File: config.mk
export PLATFORM = sky130hd
export DESIGN_NAME = eccErrCsr
export DESIGN_NICKNAME = d
export VERILOG_FILES = /design/src/rtl/ecc_csr_pkg.sv /design/src/rtl/eccCsrCtrl.sv /design/src/rtl/eccCsrDp.sv /design/src/rtl/eccErrCsr.sv
export SDC_FILE = /design/constraint.sdc
export NUM_CORES = 1
export LEC_CHECK = 0
export BUFFER_PORTS_ARGS = -buffer_cell sky130_fd_sc_hd__buf_2
export CAP_MARGIN = 0
export CORE_UTILIZATION = 38
export CTS_CLUSTER_SIZE = 28
export DETAILED_ROUTE_END_ITERATION = 7
export GPL_ROUTABILITY_DRIVEN = 1
export PLACE_DENSITY = 0.77
export SETUP_SLACK_MARGIN = 0.1
export SLEW_MARGIN = 20
export SYNTH_ARGS = -nofsm -noshare
export SYNTH_HDL_FRONTEND = slang
export SYNTH_SLANG_ARGS = --single-unit
File: constraint.sdc
create_clock -name clk -period 1.45 [get_ports clk]
set_clock_uncertainty 0.15 [all_clocks]
set_input_delay 0.145 -clock clk [delete_from_list [all_inputs] [get_ports clk]]
set_output_delay 0.145 -clock clk [all_outputs]
set_load 0.01 [all_outputs]
File: src/rtl/ecc_csr_pkg.sv
package ecc_csr_pkg;
  localparam int unsigned DATA_W      = 32;
  localparam int unsigned NUM_RAM     = 3;
  localparam int unsigned NUM_SRC     = 2 * NUM_RAM;
  localparam int unsigned STAT_LSB    = 7;
  localparam int unsigned STAT_MSB    = STAT_LSB + NUM_SRC - 1;
  localparam int unsigned INJ_SGL_POS = 5;
  localparam int unsigned INJ_DBL_POS = 6;

  typedef struct packed {
    logic               statWr;
    logic               maskWr;
    logic [NUM_SRC-1:0] clrBits;
    logic [NUM_SRC-1:0] maskVal;
    logic [1:0]         injVal;   // [0] single, [1] double
    logic               rdStat;
    logic               rdMask;
  } csrStrobes_t;
endpackage

File: src/rtl/eccCsrCtrl.sv
module eccCsrCtrl
  import ecc_csr_pkg::*;
#(
  parameter int unsigned ADDR_W    = 4,
  parameter int unsigned STAT_ADDR = 0,
  parameter int unsigned MASK_ADDR = 1
) (
  input  logic              busSel,
  input  logic              busWr,
  input  logic [ADDR_W-1:0] busAddr,
  input  logic [DATA_W-1:0] busWdata,
  output csrStrobes_t       strb
);
  localparam logic [ADDR_W-1:0] StatA = ADDR_W'(STAT_ADDR);
  localparam logic [ADDR_W-1:0] MaskA = ADDR_W'(MASK_ADDR);

  logic hitStat, hitMask;
  logic unusedWdata;

  assign hitStat = (busAddr == StatA);
  assign hitMask = (busAddr == MaskA);
  assign unusedWdata = ^{busWdata[DATA_W-1:STAT_MSB+1], busWdata[INJ_SGL_POS-1:0]};

  always_comb begin
    strb.statWr  = busSel && busWr && hitStat;
    strb.maskWr  = busSel && busWr && hitMask;
    strb.clrBits = strb.statWr ? busWdata[STAT_MSB:STAT_LSB] : '0;
    strb.maskVal = busWdata[STAT_MSB:STAT_LSB];
    strb.injVal  = {busWdata[INJ_DBL_POS], busWdata[INJ_SGL_POS]};
    strb.rdStat  = hitStat;
    strb.rdMask  = hitMask;
  end
endmodule

File: src/rtl/eccCsrDp.sv
module eccCsrDp
  import ecc_csr_pkg::*;
(
  input  logic               clk,
  input  logic               rstN,
  input  csrStrobes_t        strb,
  input  logic [NUM_SRC-1:0] errEvt,
  output logic [DATA_W-1:0]  busRdata,
  output logic               irq,
  output logic               injSglPulse,
  output logic               injDblPulse
);
  logic [NUM_SRC-1:0] statReg, maskReg;
  logic [1:0]         injReg, injPrev, injPulse;

  always_ff @(posedge clk) begin
    if (!rstN) begin
      statReg <= '0;
      maskReg <= '0;
      injReg  <= '0;
      injPrev <= '0;
    end else begin
      statReg <= (statReg & ~strb.clrBits) | errEvt;
      if (strb.maskWr) maskReg <= strb.maskVal;
      if (strb.statWr) injReg  <= strb.injVal;
      injPrev <= injReg;
    end
  end

  assign injPulse    = injReg & ~injPrev;
  assign injSglPulse = injPulse[0];
  assign injDblPulse = injPulse[1];
  assign irq         = |(statReg & maskReg);

  always_comb begin
    busRdata = '0;
    if (strb.rdStat) begin
      busRdata[STAT_MSB:STAT_LSB] = statReg;
      busRdata[INJ_SGL_POS]       = injReg[0];
      busRdata[INJ_DBL_POS]       = injReg[1];
    end else if (strb.rdMask) begin
      busRdata[STAT_MSB:STAT_LSB] = maskReg;
    end
  end

  for (genvar i = 0; i < NUM_SRC; i++) begin : g_statChk
    AST_EVT_SETS: assert property (@(posedge clk) disable iff (!rstN)
      errEvt[i] |=> statReg[i]);
    AST_STICKY: assert property (@(posedge clk) disable iff (!rstN)
      (statReg[i] && !strb.clrBits[i]) |=> statReg[i]);
    AST_CLR_WORKS: assert property (@(posedge clk) disable iff (!rstN)
      (strb.clrBits[i] && !errEvt[i]) |=> !statReg[i]);
  end

  AST_SGL_ONESHOT: assert property (@(posedge clk) disable iff (!rstN)
    injSglPulse |=> !injSglPulse);
  AST_DBL_ONESHOT: assert property (@(posedge clk) disable iff (!rstN)
    injDblPulse |=> !injDblPulse);
  AST_SGL_ON_RISE: assert property (@(posedge clk) disable iff (!rstN)
    injSglPulse |-> $past(strb.statWr && strb.injVal[0]));
endmodule

File: src/rtl/eccErrCsr.sv
module eccErrCsr
  import ecc_csr_pkg::*;
#(
  parameter int unsigned ADDR_W    = 4,
  parameter int unsigned STAT_ADDR = 0,
  parameter int unsigned MASK_ADDR = 1
) (
  input  logic               clk,
  input  logic               rstN,
  input  logic               busSel,
  input  logic               busWr,
  input  logic [ADDR_W-1:0]  busAddr,
  input  logic [DATA_W-1:0]  busWdata,
  output logic [DATA_W-1:0]  busRdata,
  input  logic [NUM_SRC-1:0] errEvt,
  output logic               irq,
  output logic               injSglPulse,
  output logic               injDblPulse
);
  csrStrobes_t strb;

  eccCsrCtrl #(.ADDR_W(ADDR_W), .STAT_ADDR(STAT_ADDR), .MASK_ADDR(MASK_ADDR)) i_ctrl (
    .busSel(busSel), .busWr(busWr), .busAddr(busAddr), .busWdata(busWdata), .strb(strb)
  );

  eccCsrDp i_dp (
    .clk(clk), .rstN(rstN), .strb(strb), .errEvt(errEvt), .busRdata(busRdata),
    .irq(irq), .injSglPulse(injSglPulse), .injDblPulse(injDblPulse)
  );
endmodule

After elaboration in Yosys (flattened, before gate mapping)
Cells that the tools add are included.

Register bits after elaboration: 16. Latch bits: 0. Memory bits (writable): 0. Bits in read-only memories: 0. Bits of input ports: 46. Output and inout port bits: 35. Word-level logic and storage cells: 20. Memories kept: 0.

$add $sub $neg: 0. Multipliers: 0. Div/mod/pow operators: 0. Order comparisons: 0. Equality and inequality tests: 1. Shifts and indexed selects: 0. Multiplexer cells: 4. Bitwise gates (word level): 6. Reduce and logical (&&, ||, !) cells: 5.

Operator list (number): $mux 6 (3); $and 6x6->6 (2); $not 6->6 (1); $or 6x6->6 (1); $reduce_or 6->1 (1); $eq 4x1->1 const B (1); $logic_not 4->1 (1); $logic_and 1x1->1 (3); $and 2x2->2 (1); $mux 2 (1); $not 2->2 (1).

Longest topological paths before layout
Gate-level depths: netlist of the first run.

Depth in word-level cells: 6. Depth in mapped cells: 3. Gate-level depth less buffers: 3.

Cells and area by module
A second synthesis of the first run with hierarchy kept.

Cells, all modules: 121. Area total of the unflattened synthesis: 1052.3 µm².

Modules (own cells, without submodules): eccCsrDp (times used 1, cells an instance 100, area an instance 890.9 µm², seq. area each 320.3 µm²); eccCsrCtrl (times used 1, cells an instance 21, area an instance 161.4 µm², seq. area each 0.0 µm²).

Worst setup path after synthesis of the first run
OpenSTA, ideal clock, no wires.

Kind: input -> output. From: in busAddr[1]. To: out busRdata[5]. Arrival: 0.972 ns. Data required time: 1.155 ns. Slack: 0.183 ns. Stages: 3. Path buffers: 1. Cells stage by stage: or3_1 > buf_2 > nor3b_1.

Cells in the longest elaborated chain, start to end: 2.

RTL lines: from (decl) (RTL line eccErrCsr.sv:12) `input logic [ADDR_W-1:0] busAddr,`; $logic_not 4->1 (RTL line eccCsrCtrl.sv:20) `assign hitStat = (busAddr == StatA);`; $mux 2 (RTL line eccCsrDp.sv:37) `if (strb.rdStat) begin`; to (decl) (RTL line eccErrCsr.sv:14) `output logic [DATA_W-1:0] busRdata,`.

No other way between the ends.

Worst setup path after layout of the first run
From: in busAddr[3]. To: out busRdata[10].

Cells in the longest elaborated chain, start to end: 3. Elaborated cells on any way between the ends: 4. Those cells by class: eq/ne (1); mux (2); reduce/logical (1).

RTL lines: $eq 4x1->1 (RTL line eccCsrCtrl.sv:21) `assign hitMask = (busAddr == MaskA);`; $mux 6 (RTL line eccCsrDp.sv:41) `end else if (strb.rdMask) begin`; $mux 6 (*) (RTL line eccCsrDp.sv:37).

Every way passes the cells marked *; elsewhere a longest branch is shown, timed or not.

==> key figures, run 1 <==
Critical path
  – Arrival time worst endpoint: 1.04 ns
  – Crit start category: input pin
  – Worst setup EP type: output pin
  – Critical path type: input pin to output pin
  – Critical Path RT: 1.15 ns
  – CP max FO: 5

Routing
  – Vias after detailed routing: 856
  – Final WL: 2.037 mm
  – DRC Markers: 0
  – Drt pass-1 iters: 4
  – Drt wl/cell: 10.72 um
  – 1st-iter DRT viols: 5
  – Final ANT Viol Nets: 0
  – Drt via density: 4.505

Timing
  – Hold Vio Cnt, Final: 0
  – Hold Slack: 0.1146 ns
  – Tcrit/Tclk final: 0.9217
  – Sum Neg Setup Slack: 0 ns
  – Maximum clock frequency: 0.7483 GHz
  – RSZ-0062 raised after global routing: true
  – Min Tclk post-route: 1.336 ns
  – Max Slew Vio Count: 0
  – Final setup viols: 0
  – Final worst slack: 0.1136 ns

Pwr
  – Power Density: 708.4 mW/mm^2
  – Total chip power: 928.0 uW
  – Static Leakage: 0.6379 nW
  – Peak supply drop: 502.9 uV

Floorplanning
  – FP Rows: 17
  – Starting density of the core: 0.4178
  – Die Y: 52.26 um
  – Full die area: 0.002731 mm^2
  – IO Pins: 81
  – Die W: 52.26 um
  – Core Region: 0.002297 mm^2

Yosys
  – Ys Warns: 0
  – Post-synth top area share: 0.3338
  – Mean post-synth cell area: 8.493 um^2
  – Cells after Synth: 113
  – Synth area leaders: dfxtp_1 (33%), buf_4 (19%), mux2i_1 (15%)
  – #FFs+latches synth: 16
  – Post-Syn Area: 959.7 um^2
  – Post-synthesis cell type count: 20
  – Post-synthesis sequential area ratio: 0.3338
  – Area leader, netlist: dfxtp_1

Global route
  – Global Route met2 Usage: 0.3034
  – First-pass GRT wire length: 3.111 mm
  – Pin count of the biggest net entering global routing: 23
  – Initial antenna violation count: 0
  – Vias in the first global route: 788
  – Met1 GRT Util: 0.1522
  – GR Overflow Total: 0
  – Global route hottest layer: met2
  – Met3 Track Usage GR: 0.03478
  – GR Util All Layers: 0.1572

Clock network
  – H-tree depth: 1
  – Total CTS buffers: 3
  – Root Buffer: clkbuf_4
  – Clock Latency Late Sink: 0.28 ns
  – Clk slew on worst S/H paths: 0.10 ns
  – TritonCTS clock tree: done
  – Clock sink total: 16
  – CTS max path bufs: 2

Run
  – Total of max-cap violations: 0

Placed design
  – Worst slack at placement: 0.009653 ns
  – Gp weighted congestion: 0.7169
  – Port bufs: 32
  – HPWL Detailed: 1.487 mm

Worst hold path
  – Min-delay worst type: input pin to flip-flop

Cells and area
  – Antenna cells: 0
  – Layout cells sized above 1: 0.3457
  – Nets: 209
  – Area added between synthesis and finish: 36.51%

Run status
  – Status: completed
## power by group
part	leakage, nW	switching, mW	internal, mW	total [mW]
registers	0.132	0.0116	0.454	0.466
clock network	0.0210	0.137	0.153	0.290
logic	0.485	0.0899	0.0826	0.173
## metal layers
metal / share of wire / vias up
li1: - / 425
met5: 0 / -
met4: 0.027 / 0
met3: 0.067 / 6
met1: 0.40 / 389
met2: 0.51 / 36
## Yosys cell counts
cell type	instances
a22oi_1	3
a31oi_1	6
buf_1	1
buf_2	2
buf_4	24
clkbuf_1	1
conb_1	1
dfxtp_1	16
inv_1	8
mux2i_1	14
nand2_1	16
nand3_1	1
nand4bb_4	1
nor2_1	6
nor2b_1	2
nor3_2	1
nor3b_1	2
nor3b_4	1
o21ai_0	6
or3_1	1
## path summary, 6_finish.rpt
| path | slack (ns) | from | depth (start not counted) | endpoint |
|---|---|---|---|---|
| worst min register to register | 0.33 | i_dp.injReg[1]$_SDFFE_PN0N_ | 2 | i_dp.injPrev[1]$_SDFF_PN0_ |
| worst max-delay path | 0.11 | busAddr[3] | 5 | busRdata[10] |
| worst max register to register | 0.50 | i_dp.statReg[1]$_SDFF_PN0_ | 3 | i_dp.statReg[1]$_SDFF_PN0_ |
| worst min-delay path | 0.11 | rstN | 3 | i_dp.maskReg[4]$_SDFFE_PN0P_ |
## through the flow
| stage | cells | utilization | instance area [um^2] |
|---|---|---|---|
| finish | 190 | 0.5703 | 1310 |
| global route | 190 | 0.5703 | 1310 |
| CTS | 190 | 0.5561 | 1277 |
| detailed placement | 171 | 0.4641 | 1066 |
| global placement | 171 | 0.4641 | 1066 |
| floorplan | 136 | - | 1046 |
## worst max-delay path, stage by stage
cell	delay, ns
buf_2	0.11
or3_4	0.41
buf_6	0.15
nor2_2	0.09
buf_2	0.13
## flip-flops by register name (all words and copies together), names as in the netlist
name / cells
i_dp.injPrev: 2
i_dp.statReg: 6
i_dp.maskReg: 6
i_dp.injReg: 2
## timing repair
| item | 4_1_cts | 5_1_grt |
|---|---|---|
| endpoints found under the hold margin | 14 | 0 |
| setup buffers | 1 | 0 |
| gates resized for setup | 8 | 9 |
| endpoints found under the setup margin | 7 | 7 |
| pin swaps | 4 | 2 |
| hold buffers | 14 | 0 |
## layout make-up
cell class / count / area [um^2]
fill: 219 / 987.2
sequential: 16 / 325.3
clock buffer: 4 / 36.28
multi-input combinational: 84 / 536.8
timing repair buffer: 50 / 346.6
tap: 28 / 35.03
inverter: 8 / 30.03
## logic make-up (layout without fill, tap and decap cells)
kind of cell,after synthesis,in the layout,share of synthesized area
muxes,14,14,0.1460
and+or+nand+nor,31,31,0.1851
buffers and inverters,36,62,0.2373
DFF,16,16,0.3338
AOI/OAI and AO/OA,15,15,0.09388
other,1,24,0.003908
## layout by cell type, fill, tap and decap left out, drive strengths merged
| master | n |
|---|---|
| nand3 | 1 |
| nand4bb | 1 |
| nor2b | 2 |
| a31oi | 6 |
| nor2 | 6 |
| buf | 36 |
| o21ai | 6 |
| inv | 8 |
| dfxtp | 16 |
| or3 | 1 |
| nor3 | 1 |
| dlygate4sd3 | 14 |
| mux2i | 14 |
| a22oi | 3 |
| nand2 | 16 |
| conb | 24 |
| nor3b | 3 |
| clkbuf | 4 |
Power figures use the tool's default switching activity.
==> run 2, diff against run 1 <==
- CORE_UTILIZATION: 38 -> 33
- PLACE_DENSITY: 0.77 -> 0.68
==> run 2 against run 1 <==
Against the previous run:
- first-iteration DRC count rose to 2.8 times the previous value
- total power down 0.16%
- via count down 0.12%
- combinational power down 7%
- critical path depth down 2
- flip-flop and latch count unchanged
- wire length down 1.2%
- die area up 15%
- cell area down 0.86%
- clock power up 3%
- non-clock buffer count up 1
- global-route usage down 2.4 points
==> key figures, run 2 (synthesized netlist as in run 1, its figures left out) <==
Global route
  – Global Route met2 Usage: 0.2375 (-0.06590)
  – Pin count of the biggest net entering global routing: 23 (unchanged)
  – GR Overflow Total: 0 (unchanged)
  – Initial antenna violation count: 0 (unchanged)
  – GR Util All Layers: 0.1331 (-0.02402)
  – Met1 GRT Util: 0.1567 (+0.004537)
  – Vias in the first global route: 803 (+1.9%)
  – First-pass GRT wire length: 3.339 mm (+7.3%)
  – Global route hottest layer: met2
  – Met3 Track Usage GR: 0.02558 (-0.009201)

Timing
  – Tcrit/Tclk final: 0.9248 (+0.003109)
  – Final setup viols: 0 (unchanged)
  – RSZ-0062 raised after global routing: true
  – Hold Vio Cnt, Final: 0 (unchanged)
  – Final worst slack: 0.1091 ns (-0.004508 ns)
  – Min Tclk post-route: 1.341 ns (+0.004508 ns)
  – Max Slew Vio Count: 0 (unchanged)
  – Maximum clock frequency: 0.7458 GHz (-0.34%)
  – Sum Neg Setup Slack: 0 ns (unchanged)

Cells and area
  – Nets: 210 (+0.48%)
  – FF+latch area: 327.8 um^2 (+0.77%)
  – Antenna cells: 0 (unchanged)
  – Area added between synthesis and finish: 35.33%
  – Commonest non-fill, non-tap cell in the layout: buf_2
  – Design area: 0.001299 mm^2 (-0.86%)
  – Area of the multi-input gates: 528.0 um^2 (-1.6%)
  – Fin util: 0.4710 (-0.09930)
  – Filler instances: 275 (+26%)
  – Layout cells sized above 1: 0.3436 (-0.002121)
  – Largest registers: i_dp.maskReg x6, i_dp.statReg x6
  – Most frequent cells in the layout: buf_2 (32), conb_1 (24), nand2_1 (16)

Clock network
  – TritonCTS clock tree: done
  – Root Buffer: clkbuf_4
  – Clock Latency Late Sink: 0.28 ns (about the same)
  – Clk slew on worst S/H paths: 0.10 ns (about the same)
  – Total CTS buffers: 3 (unchanged)
  – H-tree depth: 1 (unchanged)
  – CTS max path bufs: 2 (unchanged)
  – Clock sink total: 16 (unchanged)

Routing
  – DRC Markers: 0 (unchanged)
  – Vias after detailed routing: 855 (-0.12%)
  – Drt wl/cell: 10.37 um (-3.3%)
  – Drt via density: 4.407 (-2.2%)
  – Drt pass-1 iters: 4 (unchanged)
  – 1st-iter DRT viols: 14 (+9)
  – Final ANT Viol Nets: 0 (unchanged)
  – Final WL: 2.012 mm (-1.2%)

Critical path
  – CP max stage cell: dfxtp_2
  – Critical Path RT: 1.15 ns (about the same)
  – Arrival time worst endpoint: 1.05 ns (about the same)
  – Critical path type: flip-flop to output pin
  – CP max FO: 3 (-2)
  – Crit start category: flip-flop
  – Max stage delay on crit path: 0.34 ns (-0.07 ns)
  – Worst R2R Start: i_dp.statReg[5]$_SDFF_PN0_
  – Worst setup endpoint: irq
  – Worst setup EP type: output pin
  – R2R Path End: i_dp.statReg[5]$_SDFF_PN0_
  – Reg2Reg Setup Slack: 0.59 ns (+0.09 ns)
  – Reg2Reg Depth: 2 (-1)
  – Launch point of the worst path: i_dp.maskReg[3]$_SDFFE_PN0P_
  – Crit-path cells: a22oi_2 > nand3_1 > buf_2

Run status
  – Status: completed

Placed design
  – Worst slack at placement: 0.01316 ns (+0.003508 ns)
  – HPWL Detailed: 1.475 mm (-0.85%)
  – Port bufs: 32 (unchanged)
  – DP Area: 0.001077 mm^2 (+1.1%)
  – Gp weighted congestion: 0.7418 (+3.5%)

Floorplanning
  – FP Rows: 19 (+2)
  – IO Pins: 81 (unchanged)
  – Die Y: 55.93 um (+7.0%)
  – Starting density of the core: 0.3480 (-0.06975)
  – Core Region: 0.002758 mm^2 (+20%)
  – Full die area: 0.003128 mm^2 (+15%)
  – Die W: 55.93 um (+7.0%)

Pwr
  – Power Density: 713.4 mW/mm^2 (+0.70%)
  – Static Leakage: 0.6439 nW (+0.93%)
  – Switching pwr: 243.1 uW (+2.0%)
  – Sw Ratio: 0.2624 (+0.005441)
  – Clock group share of total power: 0.322 (+0.010)
  – Register share of total power: 0.504 (+0.002)
  – Combinational power share: 0.174 (-0.012)
  – Int Power: 683.4 uW (-0.89%)
  – Peak supply drop: 368.2 uV (-27%)

Worst hold path
  – Hold depth: 3 (unchanged)
  – Min-delay worst type: input pin to flip-flop

Run
  – Total of max-cap violations: 0 (unchanged)
-- run 2: cell count changes in the layout (fill, tap and decap cells not counted), sizes merged --
cell | previous run | this run
buf | 36 | 37
-- run 2: final cells by class --
| class | count | area share |
|---|---|---|
| multi-input combinational | 84 | 0.4065 |
| timing repair buffer | 51 | 0.2601 |
| clock buffer | 4 | 0.02794 |
| sequential | 16 | 0.2524 |
| inverter | 8 | 0.02312 |
| tap | 31 | 0.02987 |
-- run 2: power groups by stage --
stage	clock network [mW]	registers (mW)	logic [mW]
2_1_floorplan	0	0.470	0.129
3_3_place_gp	0	0.473	0.124
3_5_place_dp	0	0.474	0.129
4_1_cts	0.306	0.466	0.159
5_1_grt	0.329	0.469	0.179
6_report	0.298	0.467	0.161
-- run 2: worst min-delay path by stage --
| stage | slack, ns | to | start |
|---|---|---|---|
| global route | 0.13 | i_dp.maskReg[4]$_SDFFE_PN0P_ | rstN |
| detailed placement | 0.21 | i_dp.statReg[5]$_SDFF_PN0_ | busWdata[12] |
| floorplan | 0.1 | i_dp.statReg[0]$_SDFF_PN0_ | busWdata[7] |
| CTS | 0.11 | i_dp.maskReg[4]$_SDFFE_PN0P_ | rstN |
| finish | 0.12 | i_dp.statReg[3]$_SDFF_PN0_ | rstN |
| global placement | 0.19 | i_dp.statReg[5]$_SDFF_PN0_ | busWdata[12] |
-- run 2: routing by layer --
| layer | vias to the layer above | wire [um] |
|---|---|---|
| met4 | 0 | 13 |
| met5 | - | 0 |
| met2 | 35 | 997 |
| li1 | 425 | - |
| met1 | 393 | 863 |
| met3 | 2 | 138 |
-- run 2: repair_timing --
item	in CTS	in global routing
resized for setup	7	5
hold buffers	14	0
setup buffers	0	1
endpoints found under the hold margin	14	0
setup endpoints to repair	5	5
pin swaps	1	1
-- run 2: stage by stage --
step | hold WS [ns] | std cells | total power, mW
final | 0.1166 | 194 | 0.9265
after global routing | 0.1348 | 194 | 0.9773
after floorplan | 0.09599 | 136 | 0.5989
after detailed placement | 0.2054 | 175 | 0.6021
after global placement | 0.1936 | 175 | 0.5967
after CTS | 0.1080 | 193 | 0.9310
-- run 2: worst max-delay path: cells and delay by family, from the launching register on --
| kind | cells | cell delay [ns] |
|---|---|---|
| simple gates | 1 | 0.09 |
| buf+inv | 1 | 0.14 |
| compound gates | 1 | 0.18 |
| flops | 1 | 0.34 |
==> run 3, diff against run 2 <==
- CTS_BUF_LIST: default -> sky130_fd_sc_hd__clkbuf_8
==> run 3 against run 2 <==
Against the previous run:
- wire length decreased by 5.6%
- critical path depth unchanged
- cell area shrank 4.1%
- first-iteration DRC count up 21%
- total power increased by 8.9%
- hold slack lost 0.11 ns
- cell count shrank 3.6%
- clock power up 33%
- largest cell class unchanged
- largest power group unchanged
==> key figures, run 3 (synthesized netlist as in run 1, its figures left out) <==
Pwr
  – Int Power: 760.0 uW (+11%)
  – Register share of total power: 0.462 (-0.042)
  – Clock group share of total power: 0.392 (+0.070)
  – Static Leakage: 0.6198 nW (-3.7%)
  – Switching pwr: 249.4 uW (+2.6%)
  – Combinational power share: 0.146 (-0.028)
  – Power Density: 810.8 mW/mm^2 (+14%)
  – Peak supply drop: 385.8 uV (+4.8%)
  – Sw Ratio: 0.2471 (-0.01530)

Cells and area
  – Antenna cells: 0 (unchanged)
  – Commonest non-fill, non-tap cell in the layout: buf_2
  – Largest registers: i_dp.maskReg x6, i_dp.statReg x6
  – Filler instances: 272 (-1.1%)
  – Most frequent cells in the layout: buf_2 (32), conb_1 (24), nand2_1 (16)
  – Nets: 203 (-3.3%)
  – Layout cells sized above 1: 0.3269 (-0.01664)
  – Area of the multi-input gates: 528.0 um^2 (unchanged)
  – FF+latch area: 322.8 um^2 (-1.5%)
  – Area added between synthesis and finish: 29.73%
  – Final Non-Filler Cells: 187 (-3.6%)

Critical path
  – CP max stage cell: dfxtp_1
  – Crit-path cells: a22oi_2 > nand3_1 > buf_2
  – Delay-heaviest family, CP: flip-flops
  – Buffers plus inverters on the worst setup path: 1 (unchanged)
  – Worst setup endpoint: irq
  – CP max FO: 3 (unchanged)
  – Critical Path RT: 1.15 ns (about the same)
  – Worst R2R Start: i_dp.statReg[4]$_SDFF_PN0_
  – Critical path type: flip-flop to output pin
  – Crit start category: flip-flop
  – Worst setup EP type: output pin
  – Max stage delay on crit path: 0.33 ns (about the same)
  – Critical Path Stages: 3 (unchanged)
  – R2R Path End: i_dp.statReg[4]$_SDFF_PN0_
  – Reg2Reg Setup Slack: 0.62 ns (+0.03 ns)
  – Launch point of the worst path: i_dp.statReg[3]$_SDFF_PN0_
  – Reg2Reg Depth: 2 (unchanged)
  – Arrival time worst endpoint: 1.01 ns (-0.04 ns)

Clock network
  – TritonCTS clock tree: done
  – Clk slew on worst S/H paths: 0.07 ns (-0.03 ns)
  – Setup bufs post-CTS: 0 (unchanged)
  – Clock Latency Late Sink: 0.24 ns (-0.04 ns)
  – CTS max path bufs: 2 (unchanged)
  – Total CTS buffers: 3 (unchanged)
  – H-tree depth: 1 (unchanged)
  – Clock sink total: 16 (unchanged)
  – Root Buffer: clkbuf_8

Placed design
  – Gp weighted congestion: 0.7418 (unchanged)
  – DP Cell Count: 175 (unchanged)
  – HPWL Detailed: 1.475 mm (unchanged)
  – Port bufs: 32 (unchanged)

Timing
  – Sum Neg Setup Slack: 0 ns (unchanged)
  – Min Tclk post-route: 1.305 ns (-0.03639 ns)
  – RSZ-0062 raised after global routing: true
  – Final setup viols: 0 (unchanged)
  – Tcrit/Tclk final: 0.8997 (-0.02510)
  – Maximum clock frequency: 0.7666 GHz (+2.8%)
  – Hold Vio Cnt, Final: 0 (unchanged)
  – Max Slew Vio Count: 0 (unchanged)

Routing
  – Drt pass-1 iters: 4 (unchanged)
  – 1st-iter DRT viols: 17 (+3)
  – Vias after detailed routing: 841 (-1.6%)
  – DRC Markers: 0 (unchanged)
  – Final ANT Viol Nets: 0 (unchanged)
  – Drt wl/cell: 10.16 um (-2.1%)
  – Final WL: 1.899 mm (-5.6%)
  – Drt via density: 4.497 (+2.0%)

Floorplanning
  – Core Region: 0.002758 mm^2 (unchanged)
  – Full die area: 0.003128 mm^2 (unchanged)
  – Die Y: 55.93 um (unchanged)
  – Die W: 55.93 um (unchanged)
  – IO Pins: 81 (unchanged)
  – Starting density of the core: 0.3480 (unchanged)
  – FP Rows: 19 (unchanged)

Global route
  – Global route hottest layer: met2
  – Met1 GRT Util: 0.1497 (-0.007040)
  – Pin count of the biggest net entering global routing: 23 (unchanged)
  – GR Overflow Total: 0 (unchanged)
  – First-pass GRT wire length: 3.222 mm (-3.5%)
  – GR Util All Layers: 0.1278 (-0.005322)
  – Global Route met2 Usage: 0.2272 (-0.01033)
  – Initial antenna violation count: 0 (unchanged)
  – Met3 Track Usage GR: 0.02558 (unchanged)
  – Vias in the first global route: 786 (-2.1%)

Run status
  – Status: completed

Worst hold path
  – Hold_sp: errEvt[1]
  – Min-delay worst type: input pin to flip-flop

Run
  – Total of max-cap violations: 0 (unchanged)
-- run 3: routing by layer --
layer	share of wire	up-vias
li1	-	411
met1	0.43	385
met2	0.48	40
met3	0.076	5
met4	0.015	0
met5	0	-
-- run 3: power groups by stage --
stage	Sequential (mW)	Clock, mW	Combinational, mW
floorplan	0.470	0	0.129
global placement	0.473	0	0.124
CTS	0.464	0.402	0.146
finish	0.466	0.396	0.148
detailed placement	0.474	0	0.129
global route	0.468	0.427	0.165
-- run 3: worst register-to-register path: cells and delay by family, from the launching register on --
kind,cells,cell delay [ns]
flops,1,0.37
compound gates,2,0.24
-- run 3: worst min path at each step --
stage	end	slack, ns	depth (start not counted)
after global routing	i_dp.statReg[3]$_SDFF_PN0_	0.009	3
after floorplan	i_dp.statReg[0]$_SDFF_PN0_	0.1	1
final	i_dp.statReg[1]$_SDFF_PN0_	0.002	3
after global placement	i_dp.statReg[5]$_SDFF_PN0_	0.19	2
after CTS	i_dp.statReg[4]$_SDFF_PN0_	0.002	3
after detailed placement	i_dp.statReg[5]$_SDFF_PN0_	0.21	2
-- run 3: stage by stage --
step / setup WS, ns / instance area, um^2 / power [mW] / hold WS (ns) / util
5_1_grt: 0.09461 / 1245 / 1.060 / 0.009382 / 0.4515
4_1_cts: 0.1110 / 1217 / 1.013 / 0.002261 / 0.4415
2_1_floorplan: 0.1829 / 1046 / 0.5989 / 0.09599 / -
3_3_place_gp: 0.02488 / 1077 / 0.5967 / 0.1936 / 0.3907
3_5_place_dp: 0.01316 / 1077 / 0.6021 / 0.2054 / 0.3907
6_report: 0.1455 / 1245 / 1.009 / 0.002017 / 0.4515
-- run 3: cell type report --
cell class                      count  area share
Inverter                            8     0.02412
Multi-Input combinational cell     84      0.4241
Clock buffer                        4     0.04422
Sequential cell                    16      0.2593
Timing Repair Buffer               44      0.2171
Tap cell                           31     0.03116
-- run 3: what timing repair did --
item                                    CTS  global route
hold buffers                              8             0
gates resized for setup                   1             7
gates cloned                              0             0
pin swaps                                 0             1
endpoints found under the hold margin     7             0
endpoints found under the setup margin    4             3
